## src/rtl/pllcfg_pkg.sv

```systemverilog
package pllcfg_pkg;

    localparam int NDIV_W     = 6;
    localparam int MDIV_W     = 5;
    localparam int STRAP_W    = NDIV_W + MDIV_W;
    localparam int CFG_DATA_W = NDIV_W;
    localparam int CFG_ADDR_W = 2;

    // Packed so that the strap bank maps directly: M above N.
    typedef struct packed {
        logic [MDIV_W-1:0] m;
        logic [NDIV_W-1:0] n;
    } div_pair_t;

    typedef enum logic [CFG_ADDR_W-1:0] {
        CFG_N    = 2'd0,
        CFG_M    = 2'd1,
        CFG_CTRL = 2'd2,
        CFG_RSVD = 2'd3
    } cfg_addr_e;

endpackage

```

## src/rtl/pllcfg_sync.sv

```systemverilog
module pllcfg_sync #(
    parameter int             W       = 8,
    parameter int             STAGES  = 2,
    parameter logic [W-1:0]   RST_VAL = '0
) (
    input  logic         clk,
    input  logic         rst_n,
    input  logic [W-1:0] din,
    output logic [W-1:0] dout
);

    logic [W-1:0] stg_d [STAGES];
    logic [W-1:0] stg_q [STAGES];

    always_comb begin
        stg_d[0] = din;
        for (int i = 1; i < STAGES; i++) begin
            stg_d[i] = stg_q[i-1];
        end
    end

    always_ff @(posedge clk or negedge rst_n) begin
        if (!rst_n) begin
            for (int i = 0; i < STAGES; i++) begin
                stg_q[i] <= RST_VAL;
            end
        end else begin
            for (int i = 0; i < STAGES; i++) begin
                stg_q[i] <= stg_d[i];
            end
        end
    end

    assign dout = stg_q[STAGES-1];

endmodule

```

## src/rtl/pllcfg_div_select.sv

```systemverilog
module pllcfg_div_select
    import pllcfg_pkg::*;
#(
    parameter int FIXED_N = 33,
    parameter int FIXED_M = 0
) (
    input  logic      flex_mode,
    input  logic      if_serial,
    input  div_pair_t reg_pair,
    input  div_pair_t strap_pair,
    output div_pair_t sel_pair
);

    localparam div_pair_t FIXED_PAIR = div_pair_t'({MDIV_W'(FIXED_M), NDIV_W'(FIXED_N)});

    always_comb begin
        if (!flex_mode) begin
            sel_pair = FIXED_PAIR;
        end else if (if_serial) begin
            sel_pair = strap_pair;
        end else begin
            sel_pair = reg_pair;
        end
    end

endmodule

```

## src/rtl/pllcfg_pulse.sv

```systemverilog
module pllcfg_pulse #(
    parameter int LEN = 8
) (
    input  logic clk,
    input  logic rst_n,
    input  logic trig,
    output logic pulse
);

    localparam int CNT_W = $clog2(LEN + 1);

    logic [CNT_W-1:0] cnt_d, cnt_q;

    always_comb begin
        cnt_d = cnt_q;
        if (trig) begin
            cnt_d = CNT_W'(LEN);
        end else if (cnt_q != '0) begin
            cnt_d = cnt_q - 1'b1;
        end
    end

    always_ff @(posedge clk or negedge rst_n) begin
        if (!rst_n) begin
            cnt_q <= '0;
        end else begin
            cnt_q <= cnt_d;
        end
    end

    assign pulse = (cnt_q != '0);

endmodule

```

## src/rtl/pll_cfg_rst_ctrl.sv

```systemverilog
module pll_cfg_rst_ctrl
    import pllcfg_pkg::*;
#(
    parameter int NUM_CH      = 4,
    parameter int SYNC_STAGES = 2,
    parameter int RST_LEN     = 8,
    parameter int FIXED_N     = 33,
    parameter int FIXED_M     = 0
) (
    input  logic                  clk,
    input  logic                  rst_n,
    input  logic                  if_serial,
    input  logic [STRAP_W-1:0]    strap_pins,
    input  logic                  cfg_wr,
    input  logic [CFG_ADDR_W-1:0] cfg_addr,
    input  logic [CFG_DATA_W-1:0] cfg_wdata,
    input  logic [NUM_CH-1:0]     ch_t1,
    output logic [NDIV_W-1:0]     div_n,
    output logic [MDIV_W-1:0]     div_m,
    output logic                  pll_rst,
    output logic                  clk_rst
);

    localparam div_pair_t FIXED_PAIR = div_pair_t'({MDIV_W'(FIXED_M), NDIV_W'(FIXED_N)});

    typedef struct packed {
        div_pair_t         cfg;   // software-written divider pair
        logic              flex;  // 1 = flexible clocking
        logic [NUM_CH-1:0] ch;    // last seen line modes
        div_pair_t         act;   // divider pair in use
    } ctl_state_t;

    ctl_state_t st_d, st_q;

    logic      flex_mode;
    logic      pll_trig;
    logic      clk_trig;
    div_pair_t strap_pair;
    div_pair_t sel_pair;
    logic [STRAP_W-1:0] strap_sync;

    assign flex_mode  = st_q.flex;
    assign strap_pair = div_pair_t'(strap_sync);

    pllcfg_sync #(
        .W       (STRAP_W),
        .STAGES  (SYNC_STAGES),
        .RST_VAL (STRAP_W'(FIXED_PAIR))
    ) u_strap_sync (
        .clk   (clk),
        .rst_n (rst_n),
        .din   (strap_pins),
        .dout  (strap_sync)
    );

    pllcfg_div_select #(
        .FIXED_N (FIXED_N),
        .FIXED_M (FIXED_M)
    ) u_select (
        .flex_mode  (flex_mode),
        .if_serial  (if_serial),
        .reg_pair   (st_q.cfg),
        .strap_pair (strap_pair),
        .sel_pair   (sel_pair)
    );

    always_comb begin
        st_d = st_q;

        if (cfg_wr) begin
            case (cfg_addr_e'(cfg_addr))
                CFG_N: begin
                    if (!if_serial) begin
                        st_d.cfg.n = cfg_wdata[NDIV_W-1:0];
                    end
                end
                CFG_M: begin
                    if (!if_serial) begin
                        st_d.cfg.m = cfg_wdata[MDIV_W-1:0];
                    end
                end
                CFG_CTRL: begin
                    st_d.flex = cfg_wdata[0];
                end
                default: begin
                end
            endcase
        end

        st_d.ch  = ch_t1;
        st_d.act = sel_pair;

        pll_trig = (sel_pair != st_q.act);
        clk_trig = pll_trig || (ch_t1 != st_q.ch);
    end

    always_ff @(posedge clk or negedge rst_n) begin
        if (!rst_n) begin
            st_q.cfg  <= FIXED_PAIR;
            st_q.flex <= 1'b1;
            st_q.ch   <= '0;
            st_q.act  <= FIXED_PAIR;
        end else begin
            st_q <= st_d;
        end
    end

    pllcfg_pulse #(.LEN(RST_LEN)) u_pll_pulse (
        .clk   (clk),
        .rst_n (rst_n),
        .trig  (pll_trig),
        .pulse (pll_rst)
    );

    pllcfg_pulse #(.LEN(RST_LEN)) u_clk_pulse (
        .clk   (clk),
        .rst_n (rst_n),
        .trig  (clk_trig),
        .pulse (clk_rst)
    );

    assign div_n = st_q.act.n;
    assign div_m = st_q.act.m;

endmodule

```

## config.mk

```make
export PLATFORM = sky130hd
export DESIGN_NAME = pll_cfg_rst_ctrl
export DESIGN_NICKNAME = d
export VERILOG_FILES = /design/src/rtl/pllcfg_pkg.sv /design/src/rtl/pllcfg_sync.sv /design/src/rtl/pllcfg_div_select.sv /design/src/rtl/pllcfg_pulse.sv /design/src/rtl/pll_cfg_rst_ctrl.sv
export SDC_FILE = /design/constraint.sdc
export NUM_CORES = 1
export LEC_CHECK = 0
export CAP_MARGIN = 20
export CORE_UTILIZATION = 61
export DETAILED_ROUTE_END_ITERATION = 10
export DONT_BUFFER_PORTS = 1
export PLACE_DENSITY = 0.88
export SETUP_SLACK_MARGIN = 0.1
export SLEW_MARGIN = 20
export SYNTH_ARGS = -nofsm -noshare
export SYNTH_HDL_FRONTEND = slang
export SYNTH_HIERARCHICAL = 1
export SYNTH_SLANG_ARGS = --single-unit
```

## constraint.sdc

```tcl
create_clock -name clk -period 2.31 [get_ports clk]
set_clock_uncertainty 0.05 [all_clocks]
set_input_delay 0.462 -clock clk [delete_from_list [all_inputs] [get_ports clk]]
set_output_delay 0.462 -clock clk [all_outputs]
set_load 0.005 [all_outputs]
```

==> metrics.md <==
| Metric | Value |
|---|---|
| Fraction of registers with async set or reset after synthesis | 1.00 |
| Initial cell density of the core | 0.662 |
| Setup TNS | 0 ns |
| Final Cell Area | 0.00252 mm2 |
| Crit path arrival time | 1.51 ns |
| Sequential-to-total area share from yosys stat | 0.626 |
| Core outline area | 0.00347 mm2 |
| Hold_buf cts | 2 |
| Primary flip-flop cell chosen by synthesis mapping | sky130_fd_sc_hd__dfrtp_1 |
| Via-per-instance ratio | 5.55 |
| Detail-routed net length per standard cell | 16.8 um |
| Synthesis Warnings | 6 |
| Flip-flop and latch count after synthesis | 57 |
| Number of endpoints with negative hold slack in the final report | 0 |
| Remaining DRCs | 0 |
| Required time of the critical path | 1.80 ns |
| Mean cell area of the mapped netlist | 14.2 um2 |
| Routed Antenna Nets | 0 |
| Met2 Routed Length | 1810 um |
| Netlist area before placement | 0.00229 mm2 |
| Height of the chip | 63.3 um |
| Transition at the pin with the smallest max-transition slack | 0.486 ns |
| Number of distinct library cells after synthesis | 29 |
| Number of gates resized after cts | 0 |
| Critical-path maximum fanout | 5 |
| Post-route minimum period | 2.02 ns |
| Max Freq | 496 MHz |
| Vias after detailed routing | 1183 |
| Outcome | finished clean |
| Pre-Repair DR Iteration Count | 6 |
| Cell area after placement | 0.00225 mm2 |
| # H-tree levels | 3 |
| Gate count of the mapped netlist | 162 |
| Leakage power summed over all cells | 1.10 nW |
| Power per Cell Area | 977 mW/mm2 |
| Number of maximum-capacitance constraint violations | 0 |
| EDFF count, synth | 0 |
| Global routing usage summed across all routing layers | 0.219 |
| Number of antenna repair diodes | 0 |
| Final setup fails | 0 |
| Clock Latency Late Sink | 0.32 ns |
| Sinks on the clock net | 57 |
| Path depth of the worst reg2reg path | 6 |
| Peak supply drop | 0.954 mV |
| Total length of routed met3 wires | 331 um |
| Metal1 wirelength | 1370 um |
| Startpoint kind of the worst setup timing path | register |
| Setup fix buffers added after clock tree synthesis | 0 |
| Top Layer Used | met4 |
| Max transition margin | 0.674 |
| Final Cycle Share | 0.873 |
| Worst Hold Depth | 0 |
| Final estimated routing congestion in global placement | 0.769 |
| Fin nets | 191 |
| RSZ-0062 raised after global routing | no |
| Clock slew seen by the registers of the worst setup and hold paths | 0.06 ns |
| Die X-Extent | 63.3 um |
| Clock root buffer | sky130_fd_sc_hd__clkbuf_8 |
| Wire length of the first global-routing pass | 6220 um |
| Detailed-route wire length | 3580 um |
| Endpoint kind of the worst setup timing path | output pin |
| Maximum buffer depth of the clock tree | 2 |
| Overflow after GRT | 0 |
| Number of placed I/O pins | 40 |
| Path type of the worst min-delay path | input pin to register |
| Post-Syn Nets | 191 |
| Growth of design area from synthesis to finish | 9.87% |
| Clock buffer count from CTS | 9 |
| Detail Placement HPWL | 2620 um |
| Violation count after the first detailed-route iteration | 69 |
| Vias in the first global route | 1319 |
| Clock tree from TritonCTS | built |
| Largest net degree at the start of global routing | 58 |
| Full die area | 0.00401 mm2 |
| Input/output buffers | 0 |
| Count of standard-cell rows | 21 |
| Critical path type | register to output pin |
| Antenna violations before repair | 0 |
| Final Max Slew Viols | 0 |
| Fraction of layout instances using a drive strength above 1 | 0.263 |
## metrics by stage
stage,utilization,setup slack (ns),hold slack (ns),total power (W),instances
2_1_floorplan,-,0.480,0.116,0.00142,162
3_3_place_gp,0.650,0.516,0.118,0.00141,195
3_5_place_dp,0.650,0.433,0.118,0.00143,195
4_1_cts,0.727,0.269,0.0645,0.00249,213
5_1_grt,0.727,0.186,0.0539,0.00259,213
6_report,0.727,0.293,0.0814,0.00246,213
## worst max-delay path, cell delays in order, from the launching register on
cell and delay (ns):
sky130_fd_sc_hd__dfrtp_1 0.42, sky130_fd_sc_hd__inv_1 0.09, sky130_fd_sc_hd__ha_1 0.24, sky130_fd_sc_hd__or3b_4 0.44
## path summary, 6_finish.rpt
kind	startpoint	end	slack, ns
worst max-delay path	u_clk_pulse/cnt_q[0]$_DFFE_PN0P_	clk_rst	0.29
worst min-delay path	strap_pins[5]	u_strap_sync/stg_d[5]$_DFF_PN1_	0.08
worst max register to register	flex_mode$_DFFE_PN1P_	u_clk_pulse/cnt_q[3]$_DFFE_PN0P_	0.43
worst min register to register	u_strap_sync/stg_d[8]$_DFF_PN0_	u_strap_sync/dout[8]$_DFF_PN0_	0.30
max in group asynchronous	rst_n	u_strap_sync/dout[5]$_DFF_PN1_	1.31
min in group asynchronous	rst_n	u_pll_pulse/cnt_q[3]$_DFFE_PN0P_	0.62
## report_power, final
group          total, W  internal [W]  switching [W]
logic          0.000241      0.000134       0.000107
clock network   0.00103      0.000661       0.000365
registers       0.00120       0.00112      0.0000765
total           0.00246       0.00191       0.000549
## cell usage in the layout, fill, tap and decap left out, types with 3 or more instances in the layout
cell type / count
sky130_fd_sc_hd__nand2_1: 4
sky130_fd_sc_hd__xnor2_1: 8
sky130_fd_sc_hd__dfstp_2: 9
sky130_fd_sc_hd__nor2b_1: 11
sky130_fd_sc_hd__mux2_2: 12
sky130_fd_sc_hd__dfrtp_1: 48
sky130_fd_sc_hd__nor2_1: 6
sky130_fd_sc_hd__mux2i_1: 11
sky130_fd_sc_hd__clkbuf_8: 11
sky130_fd_sc_hd__xor2_1: 7
sky130_fd_sc_hd__inv_1: 4
sky130_fd_sc_hd__nor3_1: 3
## sequential cells by signal, indices dropped and copies added, names as in the netlist
name and cells:
u_pll_pulse/cnt_q 4, u_strap_sync/stg_d 11, flex_mode 1, div_m 5
u_strap_sync/dout 11, u_clk_pulse/cnt_q 4, st_q 15, div_n 6
## cell usage after synthesis (2+ instances only)
master	number	area share
sky130_fd_sc_hd__nor4b_1	2	0.0076
sky130_fd_sc_hd__nand3b_1	2	0.0065
sky130_fd_sc_hd__dfstp_2	9	0.10
sky130_fd_sc_hd__buf_4	11	0.036
sky130_fd_sc_hd__nand2b_1	2	0.0055
sky130_fd_sc_hd__mux2_4	2	0.013
sky130_fd_sc_hd__a21oi_1	2	0.0044
sky130_fd_sc_hd__nor3_1	3	0.0065
sky130_fd_sc_hd__ha_1	2	0.011
sky130_fd_sc_hd__mux2_2	12	0.059
sky130_fd_sc_hd__xnor2_1	8	0.031
sky130_fd_sc_hd__nor2_1	6	0.0098
sky130_fd_sc_hd__or3b_4	2	0.0098
sky130_fd_sc_hd__nand4_1	2	0.0055
sky130_fd_sc_hd__a211o_1	2	0.0076
sky130_fd_sc_hd__dfrtp_1	48	0.52
sky130_fd_sc_hd__nand2_1	4	0.0065
sky130_fd_sc_hd__a211oi_1	2	0.0065
sky130_fd_sc_hd__nor2b_1	11	0.030
sky130_fd_sc_hd__mux2i_1	11	0.048
sky130_fd_sc_hd__o31a_1	2	0.0076
sky130_fd_sc_hd__inv_1	4	0.0065
sky130_fd_sc_hd__xor2_1	7	0.027
## per-layer routing
| metal | up-vias | track usage |
|---|---|---|
| li1 | 541 | - |
| met1 | 590 | 0.240 |
| met3 | 5 | 0.109 |
| met2 | 47 | 0.347 |
| met4 | 0 | 0.114 |
| met5 | - | 0 |
## cell families after synthesis
logic type | share of synthesized area
flip-flops | 0.626
AND/OR/NAND/NOR | 0.110
multiplexers | 0.120
buffers and inverters | 0.0491
XOR/XNOR | 0.0573
AO/OA/AOI/OAI | 0.0262
adder cells (fa/ha/maj) | 0.0109
## layout make-up
| cell class | count | area [um2] |
|---|---|---|
| fillers | 219 | 947 |
| flip-flops and latches | 57 | 1440 |
| repair buffers | 2 | 37.5 |
| inverters | 4 | 15.0 |
| well taps | 46 | 57.6 |
| clock buffers | 11 | 151 |
| clock inverters | 5 | 77.6 |
| multi-input cells | 88 | 744 |
No activity file was read; power rests on OpenSTA's default activity.
